### config.mk
export PLATFORM = sky130hd
export DESIGN_NAME = crc_engine
export DESIGN_NICKNAME = d
export VERILOG_FILES = /design/src/rtl/crc_pkg.sv /design/src/rtl/crc_bit_step.sv /design/src/rtl/crc_byte_fold.sv /design/src/rtl/crc_finalize.sv /design/src/rtl/crc_engine.sv
export SDC_FILE = /design/constraint.sdc
export NUM_CORES = 1
export LEC_CHECK = 0
export BUFFER_PORTS_ARGS = -buffer_cell sky130_fd_sc_hd__buf_2
export CAP_MARGIN = 25
export CORE_AREA = 8 8 89 91
export DETAILED_ROUTE_END_ITERATION = 10
export DIE_AREA = 0 0 97 99
export MAX_ROUTING_LAYER = met4
export PLACE_DENSITY = 0.8
export SLEW_MARGIN = 25
export SYNTH_ARGS = -nofsm -noshare
export SYNTH_HDL_FRONTEND = slang
export SYNTH_SLANG_ARGS = --single-unit
export TNS_END_PERCENT = 10
### constraint.sdc
create_clock -name clk -period 5.15 [get_ports clk]
set_input_delay 0.2575 -clock clk [delete_from_list [all_inputs] [get_ports clk]]
set_output_delay 0.2575 -clock clk [all_outputs]
set_load 0.01 [all_outputs]
### src/rtl/crc_pkg.sv
package crc_pkg;

   typedef enum logic [2:0] {
      CRC_CUSTOM  = 3'd0,
      CRC_ATM8    = 3'd1,
      CRC_USB16   = 3'd2,
      CRC_CCITT16 = 3'd3,
      CRC_ETH32   = 3'd4
   } crc_preset_e;

   typedef struct packed {
      int          width;
      logic [31:0] poly;
      logic [31:0] init;
      logic [31:0] xorout;
      logic        refin;
      logic        refout;
   } crc_cfg_t;

   // all-ones in the low w bits of a 32-bit word
   function automatic logic [31:0] mask_w(input int w);
      logic [31:0] m;
      m = '0;
      for (int i = 0; i < 32; i++) begin
         if (i < w) m[i] = 1'b1;
      end
      return m;
   endfunction

   // mirror the low w bits, clear the rest
   function automatic logic [31:0] reflect_w(input logic [31:0] v, input int w);
      logic [31:0] r;
      r = '0;
      for (int i = 0; i < 32; i++) begin
         if (i < w) r[i] = v[w - 1 - i];
      end
      return r;
   endfunction

   function automatic int pick_width(input crc_preset_e p, input int custom_w);
      case (p)
         CRC_ATM8:    return 8;
         CRC_USB16:   return 16;
         CRC_CCITT16: return 16;
         CRC_ETH32:   return 32;
         default:     return custom_w;
      endcase
   endfunction

   function automatic crc_cfg_t resolve_cfg(
      input crc_preset_e p,
      input int          cw,
      input logic [31:0] cpoly,
      input logic [31:0] cinit,
      input logic        crin,
      input logic        crout,
      input logic [31:0] cxor
   );
      crc_cfg_t c;
      case (p)
         CRC_ATM8:    c = '{width: 8,  poly: 32'h0000_0007, init: 32'h0000_0000,
                            xorout: 32'h0000_0000, refin: 1'b0, refout: 1'b0};
         CRC_USB16:   c = '{width: 16, poly: 32'h0000_8005, init: 32'h0000_FFFF,
                            xorout: 32'h0000_FFFF, refin: 1'b1, refout: 1'b1};
         CRC_CCITT16: c = '{width: 16, poly: 32'h0000_1021, init: 32'h0000_0000,
                            xorout: 32'h0000_0000, refin: 1'b0, refout: 1'b0};
         CRC_ETH32:   c = '{width: 32, poly: 32'h04C1_1DB7, init: 32'hFFFF_FFFF,
                            xorout: 32'hFFFF_FFFF, refin: 1'b1, refout: 1'b1};
         default:     c = '{width: cw, poly: cpoly, init: cinit,
                            xorout: cxor, refin: crin, refout: crout};
      endcase
      c.poly   = c.poly   & mask_w(c.width);
      c.init   = c.init   & mask_w(c.width);
      c.xorout = c.xorout & mask_w(c.width);
      return c;
   endfunction

endpackage

### src/rtl/crc_bit_step.sv
// One division step on the running remainder. The direction comes from a parameter.
module crc_bit_step #(
   parameter int          WIDTH       = 32,
   parameter logic [31:0] POLY_EFF    = 32'h04C1_1DB7,
   parameter bit          SHIFT_RIGHT = 1'b0
) (
   input  logic [31:0] state_i,
   output logic [31:0] state_o
);
   localparam logic [31:0] MASK = crc_pkg::mask_w(WIDTH);
   localparam logic [31:0] POLY = POLY_EFF & MASK;

   generate
      if (SHIFT_RIGHT) begin : g_right
         // LSB-first register: the bit that leaves at the bottom selects the feedback
         logic [31:0] shifted;
         assign shifted = (state_i & MASK) >> 1;
         assign state_o = state_i[0] ? (shifted ^ POLY) : shifted;
      end else begin : g_left
         // MSB-first register: the top bit of the active width selects the feedback
         logic [31:0] shifted;
         logic        top;
         assign top     = state_i[WIDTH-1];
         assign shifted = (state_i << 1) & MASK;
         assign state_o = top ? (shifted ^ POLY) : shifted;
      end
   endgenerate
endmodule

### src/rtl/crc_byte_fold.sv
// Merges one byte into the remainder and applies eight unrolled division steps.
module crc_byte_fold #(
   parameter int          WIDTH       = 32,
   parameter logic [31:0] POLY_EFF    = 32'h04C1_1DB7,
   parameter bit          SHIFT_RIGHT = 1'b0
) (
   input  logic [31:0] state_i,
   input  logic [7:0]  byte_i,
   output logic [31:0] state_o
);
   localparam logic [31:0] MASK    = crc_pkg::mask_w(WIDTH);
   localparam int          NSTEP   = 8;
   localparam int          TOP_OFS = WIDTH - 8;

   logic [NSTEP:0][31:0] chain;

   generate
      if (SHIFT_RIGHT) begin : g_inj_low
         assign chain[0] = (state_i ^ {24'h0, byte_i}) & MASK;
      end else begin : g_inj_high
         assign chain[0] = (state_i ^ ({24'h0, byte_i} << TOP_OFS)) & MASK;
      end

      for (genvar k = 0; k < NSTEP; k++) begin : g_step
         crc_bit_step #(
            .WIDTH      (WIDTH),
            .POLY_EFF   (POLY_EFF),
            .SHIFT_RIGHT(SHIFT_RIGHT)
         ) u_step (
            .state_i(chain[k]),
            .state_o(chain[k+1])
         );
      end
   endgenerate

   assign state_o = chain[NSTEP];
endmodule

### src/rtl/crc_finalize.sv
// Optional full-width mirror, then the output mask.
module crc_finalize #(
   parameter int          WIDTH  = 32,
   parameter bit          MIRROR = 1'b0,
   parameter logic [31:0] XOROUT = 32'h0
) (
   input  logic [WIDTH-1:0] rem_i,
   output logic [WIDTH-1:0] crc_o
);
   logic [WIDTH-1:0] ordered;

   generate
      if (MIRROR) begin : g_mirror
         for (genvar i = 0; i < WIDTH; i++) begin : g_bit
            assign ordered[i] = rem_i[WIDTH-1-i];
         end
      end else begin : g_pass
         assign ordered = rem_i;
      end
   endgenerate

   assign crc_o = ordered ^ XOROUT[WIDTH-1:0];
endmodule

### src/rtl/crc_engine.sv
module crc_engine #(
   parameter crc_pkg::crc_preset_e PRESET   = crc_pkg::CRC_ETH32,
   parameter int                   C_WIDTH  = 16,
   parameter logic [31:0]          C_POLY   = 32'h0000_1021,
   parameter logic [31:0]          C_INIT   = 32'h0000_FFFF,
   parameter bit                   C_REFIN  = 1'b0,
   parameter bit                   C_REFOUT = 1'b0,
   parameter logic [31:0]          C_XOROUT = 32'h0000_0000,
   parameter int                   WIDTH    = crc_pkg::pick_width(PRESET, C_WIDTH)
) (
   input  logic             clk,
   input  logic             rst_n,
   input  logic             start_i,
   input  logic             valid_i,
   input  logic [7:0]       data_i,
   input  logic             finish_i,
   output logic [WIDTH-1:0] crc_o,
   output logic             done_o
);
   localparam crc_pkg::crc_cfg_t CFG =
      crc_pkg::resolve_cfg(PRESET, C_WIDTH, C_POLY, C_INIT, C_REFIN, C_REFOUT, C_XOROUT);
   localparam bit          RIGHT    = CFG.refin;
   localparam bit          MIRROR   = (CFG.refin != CFG.refout);
   localparam logic [31:0] POLY_EFF = RIGHT ? crc_pkg::reflect_w(CFG.poly, WIDTH) : CFG.poly;
   localparam logic [31:0] INIT_REG = RIGHT ? crc_pkg::reflect_w(CFG.init, WIDTH) : CFG.init;

   generate
      if (WIDTH < 8 || WIDTH > 32) begin : g_bad_width
         $error("crc_engine: WIDTH must lie in 8..32");
      end
      if (WIDTH != CFG.width) begin : g_width_mismatch
         $error("crc_engine: WIDTH override disagrees with the selected preset");
      end
      if (CFG.poly[0] != 1'b1) begin : g_bad_poly
         $error("crc_engine: generator polynomial needs its x^0 term");
      end
   endgenerate

   logic [31:0]      state_q;
   logic [31:0]      base;
   logic [31:0]      folded;
   logic [31:0]      next_state;
   logic [WIDTH-1:0] result;
   logic [WIDTH-1:0] crc_q;
   logic             done_q;

   // a start strobe replaces the running remainder before this cycle's byte
   assign base       = start_i ? INIT_REG : state_q;
   assign next_state = valid_i ? folded : base;

   crc_byte_fold #(
      .WIDTH      (WIDTH),
      .POLY_EFF   (POLY_EFF),
      .SHIFT_RIGHT(RIGHT)
   ) u_fold (
      .state_i(base),
      .byte_i (data_i),
      .state_o(folded)
   );

   crc_finalize #(
      .WIDTH (WIDTH),
      .MIRROR(MIRROR),
      .XOROUT(CFG.xorout)
   ) u_final (
      .rem_i(next_state[WIDTH-1:0]),
      .crc_o(result)
   );

   always_ff @(posedge clk or negedge rst_n) begin
      if (!rst_n) begin
         state_q <= INIT_REG;
         crc_q   <= '0;
         done_q  <= 1'b0;
      end else begin
         if (start_i || valid_i) state_q <= next_state;
         if (finish_i)           crc_q   <= result;
         done_q <= finish_i;
      end
   end

   assign crc_o  = crc_q;
   assign done_o = done_q;
endmodule

; Word level (Yosys, flattened, before mapping)
; Index checks and enable logic that the tools add are counted.
[op_classes]
muxes = 10
bitwise = 10
reduce_logical = 1
[op_table]
columns = cell, n
row1 = 2-to-1 mux 32 bit, 10
row2 = NOT 13 -> 14 bit, 8
row3 = NOT 32 bit, 1
row4 = XOR 32 x 8 -> 32 bit, 1
row5 = logical OR 1 bit, 1
[word_totals]
ff_bits = 65
inputBits = 13
output_inout_bits = 33
elab_cells = 24

; Logic depth before layout (Yosys ltp)
; Gate-level depths: netlist of the first run.
[logic_depth]
ltp_word = 20
depth_mapped = 9
mapped_depth_nobuf = 6

; Modules after synthesis
; From an unflattened synthesis of the first run, not the netlist that was laid out.
[hier_totals]
cells_unflattened = 519
area_unflattened_um2 = 5625.4
[modules_own_cells]
columns = mod, n_inst, cells_per_inst, area_per_inst_um2, seq_area_each_um2
row1 = crc_engine, 1, 207, 3133.0, 1666.6
row2 = crc_bit_step, 8, 34, 287.8, 0.0
row3 = crc_finalize, 1, 32, 120.1, 0.0
row4 = crc_byte_fold, 1, 8, 70.1, 0.0

; Worst setup path before layout of the first run
; OpenSTA, ideal clock, no wires.
[synth_path]
path_type = register -> register
startpoint = reg state_q[0]
endpoint = reg state_q[19]
setup_ns = 0.077
arrival_time_ns = 2.021
required_time_ns = 5.073
setup_slack_ns = 3.051
path_stages_with_launch = 8
path_buffers = 1
synth_period_minus_slack_ns = 2.099
cell_sequence = dfstp_2 > buf_4 > xnor2_1 > or3_1 > a211o_1 > a211o_1 > a211oi_2 > o21ba_1
[synth_between]
elab_chain_cells = 16
[synth_lines]
columns = element, line_no
row1 = from (decl), crc_engine.sv:39  ; logic [31:0] state_q;
row2 = from (signal assigned), crc_engine.sv:76  ; if (start_i || valid_i) state_q <= next_state;
row3 = 2-to-1 mux 32 bit *, crc_engine.sv:48  ; assign base = start_i ? INIT_REG : state_q;
row4 = XOR 32 x 8 -> 32 bit *, crc_byte_fold.sv:19  ; assign chain[0] = (state_i ^ {24'h0, byte_i}) & MASK;
row5 = 2-to-1 mux 32 bit * (2 in series), crc_bit_step.sv:18  ; assign state_o = state_i[0] ? (shifted ^ POLY) : shifted;
row6 = NOT 13 -> 14 bit (no source line), --
row7 = 2-to-1 mux 32 bit *, crc_bit_step.sv:18
row8 = NOT 13 -> 14 bit (no source line), --
row9 = 2-to-1 mux 32 bit * (2 in series), crc_bit_step.sv:18
row10 = NOT 13 -> 14 bit (no source line), --
row11 = 2-to-1 mux 32 bit *, crc_bit_step.sv:18
row12 = NOT 13 -> 14 bit (no source line), --
row13 = 2-to-1 mux 32 bit *, crc_bit_step.sv:18
row14 = NOT 13 -> 14 bit (no source line), --
row15 = 2-to-1 mux 32 bit *, crc_bit_step.sv:18
row16 = 2-to-1 mux 32 bit *, crc_engine.sv:49  ; assign next_state = valid_i ? folded : base;
; Every way passes the cells marked *; elsewhere a longest branch is shown, timed or not.
; A chain may end at the register's enable or synchronous reset.

; Worst setup path in the final report of the first run
[layout_path]
startpoint = in start_i
endpoint = reg crc_q[3], in the netlist crc_o[3]
[layout_between]
elab_chain_cells = 15
[layout_lines]
columns = element, line_no
row1 = from (decl), crc_engine.sv:13  ; input logic start_i,
row2 = 2-to-1 mux 32 bit *, crc_engine.sv:48
row3 = XOR 32 x 8 -> 32 bit, crc_byte_fold.sv:19
row4 = 2-to-1 mux 32 bit, crc_bit_step.sv:18
row5 = NOT 13 -> 14 bit (no source line), --
row6 = 2-to-1 mux 32 bit, crc_bit_step.sv:18
row7 = NOT 13 -> 14 bit (no source line), --
row8 = 2-to-1 mux 32 bit (3 in series), crc_bit_step.sv:18
row9 = NOT 13 -> 14 bit (no source line), --
row10 = 2-to-1 mux 32 bit (3 in series), crc_bit_step.sv:18
row11 = 2-to-1 mux 32 bit *, crc_engine.sv:49
row12 = NOT 32 bit (no source line) *, --
row13 = to (signal assigned), crc_engine.sv:77  ; if (finish_i) crc_q <= result;
row14 = to (decl), crc_engine.sv:44  ; logic [WIDTH-1:0] crc_q;
; Marked as above.

==> results of run 1 <==
per-layer routing:
layer	track usage	vias up	share of wire
met3	0.0518	17	0.067
met5	-	-	0
met4	0.0876	0	0.022
met2	0.311	128	0.46
met1	0.269	1528	0.45
li1	-	1471	-
worst register-to-register path, cell delays in order (launching register included):
cell     delay, ns
dfstp_2       0.62
xnor2_1       0.25
nor2_1        0.13
xnor2_1       0.49
xor3_1        0.43
a21oi_1       0.24
a21oi_1       0.10
stage by stage:
step           total power (uW)  utilization  hold slack, ns  worst slack (ns)
3_3_place_gp               2350        0.646           0.474              2.33
3_5_place_dp               2390        0.646           0.480              2.21
2_1_floorplan              2020            -         -0.0381              3.05
5_1_grt                    3050        0.679           0.167              2.36
4_1_cts                    2890        0.679           0.108              2.57
6_report                   2870        0.679          0.0800              2.56
state kept, by name (all words and copies together) (netlist names):
signal / cells
done_o: 1
crc_o: 32
state_q: 32
power breakdown:
group,switching [uW],total (uW),internal (uW)
Combinational,699,1410,709
Clock,197,482,285
Sequential,189,985,796
Total,1080,2870,1790
worst paths after layout:
path                                              end  depth (start not counted)
worst min register to register  crc_o[18]$_DFFE_PN0P_                          1
worst max register to register  crc_o[27]$_DFFE_PN0P_                          6
max in group asynchronous        crc_o[1]$_DFFE_PN0P_                          2
min in group clk                     done_o$_DFF_PN0_                          1
worst min-delay path            crc_o[27]$_DFFE_PN0P_                          2
worst max-delay path             crc_o[3]$_DFFE_PN0P_                          8
cells in the mapped netlist (all sizes together) (6+ instances only):
library cell / number / area share
nor2: 83 / 0.078
xnor3: 15 / 0.085
clkbuf: 20 / 0.022
a21oi: 47 / 0.058
nand2: 10 / 0.0093
dfrtp: 33 / 0.20
nor3: 12 / 0.015
a211oi: 6 / 0.014
xnor2: 42 / 0.096
xor2: 12 / 0.026
inv: 8 / 0.0074
buf: 11 / 0.017
a31oi: 6 / 0.0093
o22a: 9 / 0.019
dfstp: 32 / 0.21
o21ai: 14 / 0.017
layout by cell type (no fill, tap or decap), types with 4 or more instances in the layout:
master / Yosys / routed
nor2_1: 82 / 82
a21oi_1: 47 / 47
buf_2: 6 / 44
xnor2_1: 39 / 39
dfrtp_1: 33 / 33
dfstp_2: 32 / 32
o21ai_0: 14 / 14
xnor3_1: 13 / 13
xor2_1: 12 / 12
nor3_1: 12 / 12
nand2_1: 10 / 10
clkbuf_8: 1 / 10
o22a_1: 9 / 9
inv_1: 8 / 8
a31oi_1: 6 / 6
xor3_1: 5 / 5
o211ai_1: 5 / 5
mux2i_1: 5 / 5
a211oi_1: 4 / 4
or3_1: 4 / 4
buf_4: 3 / 4
final cells by class:
class,instances,share of cell area
Sequential cell,65,0.373
Inverter,9,0.00757
Timing Repair Buffer,48,0.0561
Tap cell,80,0.0224
Multi-Input combinational cell,305,0.491
Clock inverter,5,0.0177
Clock buffer,11,0.0317
kinds of logic (layout without fill, tap and decap cells):
group | after synthesis | after routing
mux | 5 | 5
buf+inv | 40 | 73
xor+xnor | 74 | 74
compound gates | 106 | 106
simple gates | 120 | 120
flops | 65 | 65
==> impl_metrics.ini, run 1 <==
[clock_tree]
cts_root_buffer = clkbuf_8
numCtsBuffers = 9
ctsHoldBuffers = 0
numClockSinks = 65
post_cts_resized = 0
cts.path.max_buffers = 2
post_cts_buffers = 0
path_clk_slew_ns = 0.07
clk_latency_ns = 0.34
h-tree-depth = 3
tritoncts = done

[hold_path]
hp-class = input pin to async pin

[setup_path]
r2r-start = state_q[5]$_DFFE_PN1P_
cp_num_buf_inv = 2
cp_max_fo = 39
ff2ff_setup_slack_ns = 2.75
cp_slowest_cell = xor3_1
cp_top_family = XOR/XNOR gates
critPathLaunchType = input pin
endpoint_kind = flop
worstPathRequired_ns = 5.35
critPathKind = input pin to flop
crit_path_cell_trace = buf_2 -> buf_4 -> nor2_1 -> xnor2_1 -> xor3_1 -> a31oi_1 -> o22a_1 -> a21oi_1
max_stage_delay_ns = 0.57
startpoint = start_i
arrival_ns = 2.79

[final_layout]
design_area_um2 = 4460
regArea_um2 = 1670
drive_above_1_share = 0.239
multi_input_area_um2 = 2190
num_antenna_cells = 0
area_growth_pct = 10.3
nets = 451
final_cells = 523
fill_cells = 517

[sta]
setup_violations = 0
fin_tns_setup_ns = 0
worst_pin_slew_ns = 0.805
fin_skew_ns = 0.00643
hold_violations = 0
maxSlewViolCount = 0
rsz0062_at_grt = false
max_slew_margin = 0.463
timing.final.crit_period_ns = 2.59
period_share = 0.503
max_freq_mhz = 386

[yosys]
yosysSeqAreaShare = 0.412
synth_fp_nets = 423
avgSynthCellArea_um2 = 9.87
synth_mux_area_frac = 0.0124
synth_top_family_by_area = XOR/XNOR gates
synthCells = 410
yosys.area_share.adder = 0
synth_area_um2 = 4050
synth_ff_type = dfrtp_1
synth_seq_cells = 65
ys_warn_count = 0
synthDistinctLibCells = 50
synth-xor-area-share = 0.236
synth_edf_count = 0
synthSimpleGateAreaFrac = 0.125
synth-compound-area-share = 0.168
synthArstFlopShare = 1.00

[placement]
dp.cells = 507
io_buffers = 45
gp_congestion = 0.918
placement.cell_area_um2 = 4240
hpwlAfterDp_um = 6950

[die]
rows = 30
die_x_um = 97
die_area_um2 = 9600
initial_core_util = 0.616
io_pins = 46
die_y_um = 99
placeableCoreArea_um2 = 6570

[status]
run_status = finished, final reports clean

[flow_run]
maxCapViolCount = 0

[power_and_ir_drop]
power.density_nw_per_um2 = 644
power_leakage_uw = 0.00199
peakVddDrop_mv = 0.353

[routing]
ant_nets = 0
drt_first_iter_violations = 230
first_pass_iters = 5
wl_um = 9660
vias_per_cell = 6.01
drc = 0
vias = 3144
wl_per_cell_um = 18.5

[grt]
antenna_found_initial = 0
grtUsageTotal = 0.210
grt_pass1_wl_um = 15700
grt_overflow = 0
grt_pass1_vias = 3021
grt_max_degree = 66
(Power assumes the default switching activity.)
==> run 2, diff against run 1 <==
- CORE_AREA: 8 8 89 91 -> 8 8 92 94
- DIE_AREA: 0 0 97 99 -> 0 0 100 102
- PLACE_DENSITY: 0.8 -> 0.75
- clock period: 5.15 -> 2.4 ns (I/O delays scaled with it)
==> run 2 against run 1 <==
Against the previous run: combinational power rose by 120%; setup slack worse by 2.4 ns; cell count up 6.9%; largest cell class unchanged; final area rose by 3.9%.
==> impl_metrics.ini, run 2 (synthesis results as in run 1) <==
[status]
run_status = finished, final reports clean

[routing]
drt_first_iter_violations = 189
vias = 3133
ant_nets = 0
drc = 0
vias_per_cell = 5.60
wl_per_cell_um = 18.1
wl_um = 10100
first_pass_iters = 4

[clock_tree]
clk_latency_ns = 0.35
path_clk_slew_ns = 0.08
tritoncts = done
cts_root_buffer = clkbuf_8
h-tree-depth = 3
numCtsBuffers = 9
cts.path.max_buffers = 2
numClockSinks = 65

[die]
die_x_um = 100
die_area_um2 = 10200
io_pins = 46
placeableCoreArea_um2 = 7060
die_y_um = 102
rows = 31
initial_core_util = 0.573

[grt]
grt.busiest_layer = met2
grt_pass1_wl_um = 16400
grt_max_degree = 32
grt_util_met1 = 0.272
antenna_found_initial = 0
grtUsageTotal = 0.218
use_met2 = 0.322
grt_overflow = 0
grtUsageMet3 = 0.0668
grt_pass1_vias = 3154

[placement]
io_buffers = 45
gp_congestion = 0.932
placement.cell_area_um2 = 4380
dp.cells = 542
preCtsSetupSlack_ns = 0.0822
hpwlAfterDp_um = 7460

[sta]
fin_skew_ns = 0.00543
worst_pin_slew_ns = 0.579
max_slew_margin = 0.614
fin_tns_setup_ns = 0
maxSlewViolCount = 0
max_freq_mhz = 447
hold_violations = 0
timing.final.crit_period_ns = 2.24
layout_setup_ws_ns = 0.162
rsz0062_at_grt = false
setup_violations = 0
period_share = 0.932

[setup_path]
arrival_ns = 2.51
cp_top_family = compound AO/OA/AOI/OAI gates
cp_slowest_cell = dfstp_2
max_stage_delay_ns = 0.64
endpoint_kind = flop
worstPathRequired_ns = 2.67
critPathKind = flop to flop
cp_num_buf_inv = 0
cp_max_fo = 7
crit_path_cell_trace = xnor2_1 -> or3_4 -> a211oi_2 -> a211oi_1 -> or2_1 -> o311a_1
critPathLaunchType = flop

[power_and_ir_drop]
peakVddDrop_mv = 0.979
power.density_nw_per_um2 = 1360
power_leakage_uw = 0.00207

[hold_path]
hp-class = input pin to flop

[final_layout]
multi_input_area_um2 = 2210
area_growth_pct = 14.6
regArea_um2 = 1670
layout_common_cells = nor2_1 (82), a21oi_1 (47), buf_2 (45)
drive_above_1_share = 0.272
final_cells = 559
num_antenna_cells = 0
fill_cells = 562
final_common_cell = nor2_1
design_area_um2 = 4640
nets = 468

[flow_run]
maxCapViolCount = 0
## run 2: final cells by class
cell class | count | share of cell area
flip-flops and latches | 65 | 0.359
clock inverters | 6 | 0.0194
multi-input cells | 305 | 0.476
clock buffers | 10 | 0.0297
well taps | 99 | 0.0267
repair buffers | 65 | 0.0815
inverters | 9 | 0.00729
## run 2: stage by stage
stage               hold WS, ns  total power (uW)  utilization
CTS                      0.0724              6310        0.655
global route             0.0962              6690        0.657
floorplan                -0.176              4340            -
detailed placement        0.151              5210        0.621
finish                   0.0962              6310        0.657
global placement          0.142              5120        0.621
## run 2: worst paths after layout
path	startpoint	endpoint	slack [ns]	depth (start not counted)
max	state_q[1]$_DFFE_PN1P_	state_q[20]$_DFFE_PN1P_	0.16	6
min	finish_i	done_o$_DFF_PN0_	0.1	1
max reg2reg	state_q[1]$_DFFE_PN1P_	state_q[20]$_DFFE_PN1P_	0.16	6
min reg2reg	crc_o[19]$_DFFE_PN0P_	crc_o[19]$_DFFE_PN0P_	0.50	2
max in group asynchronous	rst_n	state_q[12]$_DFFE_PN1P_	1.29	3
min in group asynchronous	rst_n	crc_o[28]$_DFFE_PN0P_	0.30	2
## run 2: routing by layer
layer | wire length (um) | part of all wire | vias to the layer above
li1 | - | - | 1510
met1 | 4480 | 0.44 | 1492
met5 | 0 | 0 | -
met3 | 709 | 0.070 | 21
met4 | 245 | 0.024 | 0
met2 | 4700 | 0.46 | 110
## run 2: where the power goes
group,switching [uW],internal [uW],total [uW]
Sequential,390,1710,2100
Combinational,1550,1590,3140
Clock,449,617,1070
## run 2: what timing repair did
item / 4_1_cts / 5_1_grt
hold endpoints to repair: 13 / 0
setup buffers: 0 / 0
endpoints found under the setup margin: 0 / 3
gates resized for setup: 0 / 3
hold buffers: 1 / 0
==> run 3, diff against run 2 <==
- CELL_PAD_IN_SITES_DETAIL_PLACEMENT: default -> 1
- CELL_PAD_IN_SITES_GLOBAL_PLACEMENT: default -> 1
- CORE_AREA: 8 8 92 94 -> 8 8 103 105
- DIE_AREA: 0 0 100 102 -> 0 0 111 113
==> run 3 against run 2 <==
Against the previous run: die area up 23%; routed wire length up 15%; cell count up 1.6%; critical path depth unchanged; final area up 0.46%; sequential power about the same; clock skew up 0.0041 ns; first-iteration DRC count up 1.1%.
==> impl_metrics.ini, run 3 (synthesis results as in run 1) <==
[routing]
first_pass_iters = 4
wl_um = 11700
drt_first_iter_violations = 191
drc = 0
vias = 3173
wl_per_cell_um = 20.6
ant_nets = 0
vias_per_cell = 5.59

[grt]
grtUsageTotal = 0.194
grt_pass1_wl_um = 18700
grt_max_degree = 39
grt_pass1_vias = 3397
antenna_found_initial = 0
grt_overflow = 0

[die]
rows = 35
placeableCoreArea_um2 = 8980
initial_core_util = 0.451
die_area_um2 = 12500
die_y_um = 113
die_x_um = 111
io_pins = 46

[power_and_ir_drop]
switching_share = 0.385
peakVddDrop_mv = 0.559
pwr-share-comb = 0.499
p_sw_uw = 2470
seq_power_share = 0.329
power_leakage_uw = 0.00207
power.density_nw_per_um2 = 1380
p_int_uw = 3940
power.share.clock = 0.171

[clock_tree]
clk_latency_ns = 0.34
numCtsBuffers = 9
h-tree-depth = 3
tritoncts = done
cts.path.max_buffers = 2
path_clk_slew_ns = 0.08
post_cts_buffers = 0
cts_root_buffer = clkbuf_8
numClockSinks = 65

[sta]
setup_violations = 0
hold_violations = 0
fin_skew_ns = 0.00953
worst_pin_slew_ns = 0.663
max_freq_mhz = 436
layout_setup_ws_ns = 0.105
fin_tns_setup_ns = 0
maxSlewViolCount = 0
period_share = 0.956
rsz0062_at_grt = false
timing.final.crit_period_ns = 2.29
max_slew_margin = 0.558

[placement]
dp.cells = 551
preCtsSetupSlack_ns = 0.0113
placement.cell_area_um2 = 4400
gp_congestion = 0.879
hpwlAfterDp_um = 8660
io_buffers = 45

[final_layout]
final_common_cell = nor2_1
drive_above_1_share = 0.267
final_cells = 568
final_util = 0.519
layout_common_cells = nor2_1 (82), a21oi_1 (47), buf_2 (45)
design_area_um2 = 4660
nets = 465
num_antenna_cells = 0
area_growth_pct = 15.1

[setup_path]
cp_max_fo = 7
cp_slowest_cell = dfstp_2
crit_path_cell_trace = xnor2_1 -> or3_4 -> a211oi_2 -> a211oi_2 -> or2_1 -> o311a_1
ff2ff_setup_slack_ns = 0.11
worstReg2RegEnd = state_q[20]$_DFFE_PN1P_
cp_top_family = compound AO/OA/AOI/OAI gates
critPathMostFrequentCell = a211oi_2
worstPathRequired_ns = 2.67
critPathKind = flop to flop
arrival_ns = 2.56
r2r-start = state_q[1]$_DFFE_PN1P_
critPathLaunchType = flop
cp_num_buf_inv = 0
max_stage_delay_ns = 0.66
reg2reg_depth = 6
endpoint_kind = flop

[status]
run_status = finished, final reports clean

[hold_path]
min_to = state_q[19]$_DFFE_PN1P_
holdPathStages = 2
hp-start = start_i
hp-class = input pin to flop

[flow_run]
maxCapViolCount = 0
## run 3: cell types whose count changed in the layout (fill, tap and decap cells not counted), sizes merged
cell | before | now
clkinv | 3 | 2
clkbuf | 10 | 12
clkinvlp | 1 | 0
buf | 64 | 61
## run 3: worst max-delay path by stage
stage | start | to | slack (ns) | cells after the start
global placement | state_q[1]$_DFFE_PN1P_ | crc_o[27]$_DFFE_PN0P_ | 0.08 | 6
global route | state_q[0]$_DFFE_PN1P_ | crc_o[20]$_DFFE_PN0P_ | 0.008 | 6
CTS | state_q[0]$_DFFE_PN1P_ | crc_o[25]$_DFFE_PN0P_ | 0.03 | 6
detailed placement | state_q[1]$_DFFE_PN1P_ | crc_o[27]$_DFFE_PN0P_ | 0.01 | 6
finish | state_q[1]$_DFFE_PN1P_ | state_q[20]$_DFFE_PN1P_ | 0.11 | 6
floorplan | state_q[0]$_DFFE_PN1P_ | state_q[19]$_DFFE_PN1P_ | 0.30 | 7
## run 3: repair_timing
action,4_1_cts,5_1_grt
hold buffers,1,0
endpoints found under the hold margin,16,0
resized for setup,1,4
setup endpoints to repair,1,12
## run 3: per-stage QoR
stage | power (uW) | hold slack (ns)
floorplan | 4340 | -0.176
global placement | 5190 | 0.190
detailed placement | 5290 | 0.195
CTS | 6440 | 0.197
global route | 6810 | 0.204
finish | 6420 | 0.205
## run 3: layer usage
| metal | track usage | part of all wire | vias up |
|---|---|---|---|
| li1 | - | - | 1488 |
| met3 | 0.0360 | 0.046 | 7 |
| met2 | 0.316 | 0.49 | 78 |
| met4 | 0.0459 | 0.0089 | 0 |
| met1 | 0.246 | 0.46 | 1600 |
| met5 | - | 0 | - |
## run 3: power by group through the flow
stage / Combinational (uW) / Clock [uW] / Sequential [uW]
after floorplan: 2280 / 0 / 2050
after global placement: 3090 / 0 / 2100
after detailed placement: 3160 / 0 / 2130
after CTS: 3200 / 1120 / 2120
after global routing: 3480 / 1160 / 2170
final: 3210 / 1100 / 2110
## run 3: area by class of cell
type                            count  area (um^2)
Timing Repair Buffer               62          380
Clock inverter                      4         73.8
Clock buffer                       12          155
Inverter                            9         33.8
Sequential cell                    65         1670
Multi-Input combinational cell    305         2210
Fill cell                        1048         4320
Tap cell                          111          139
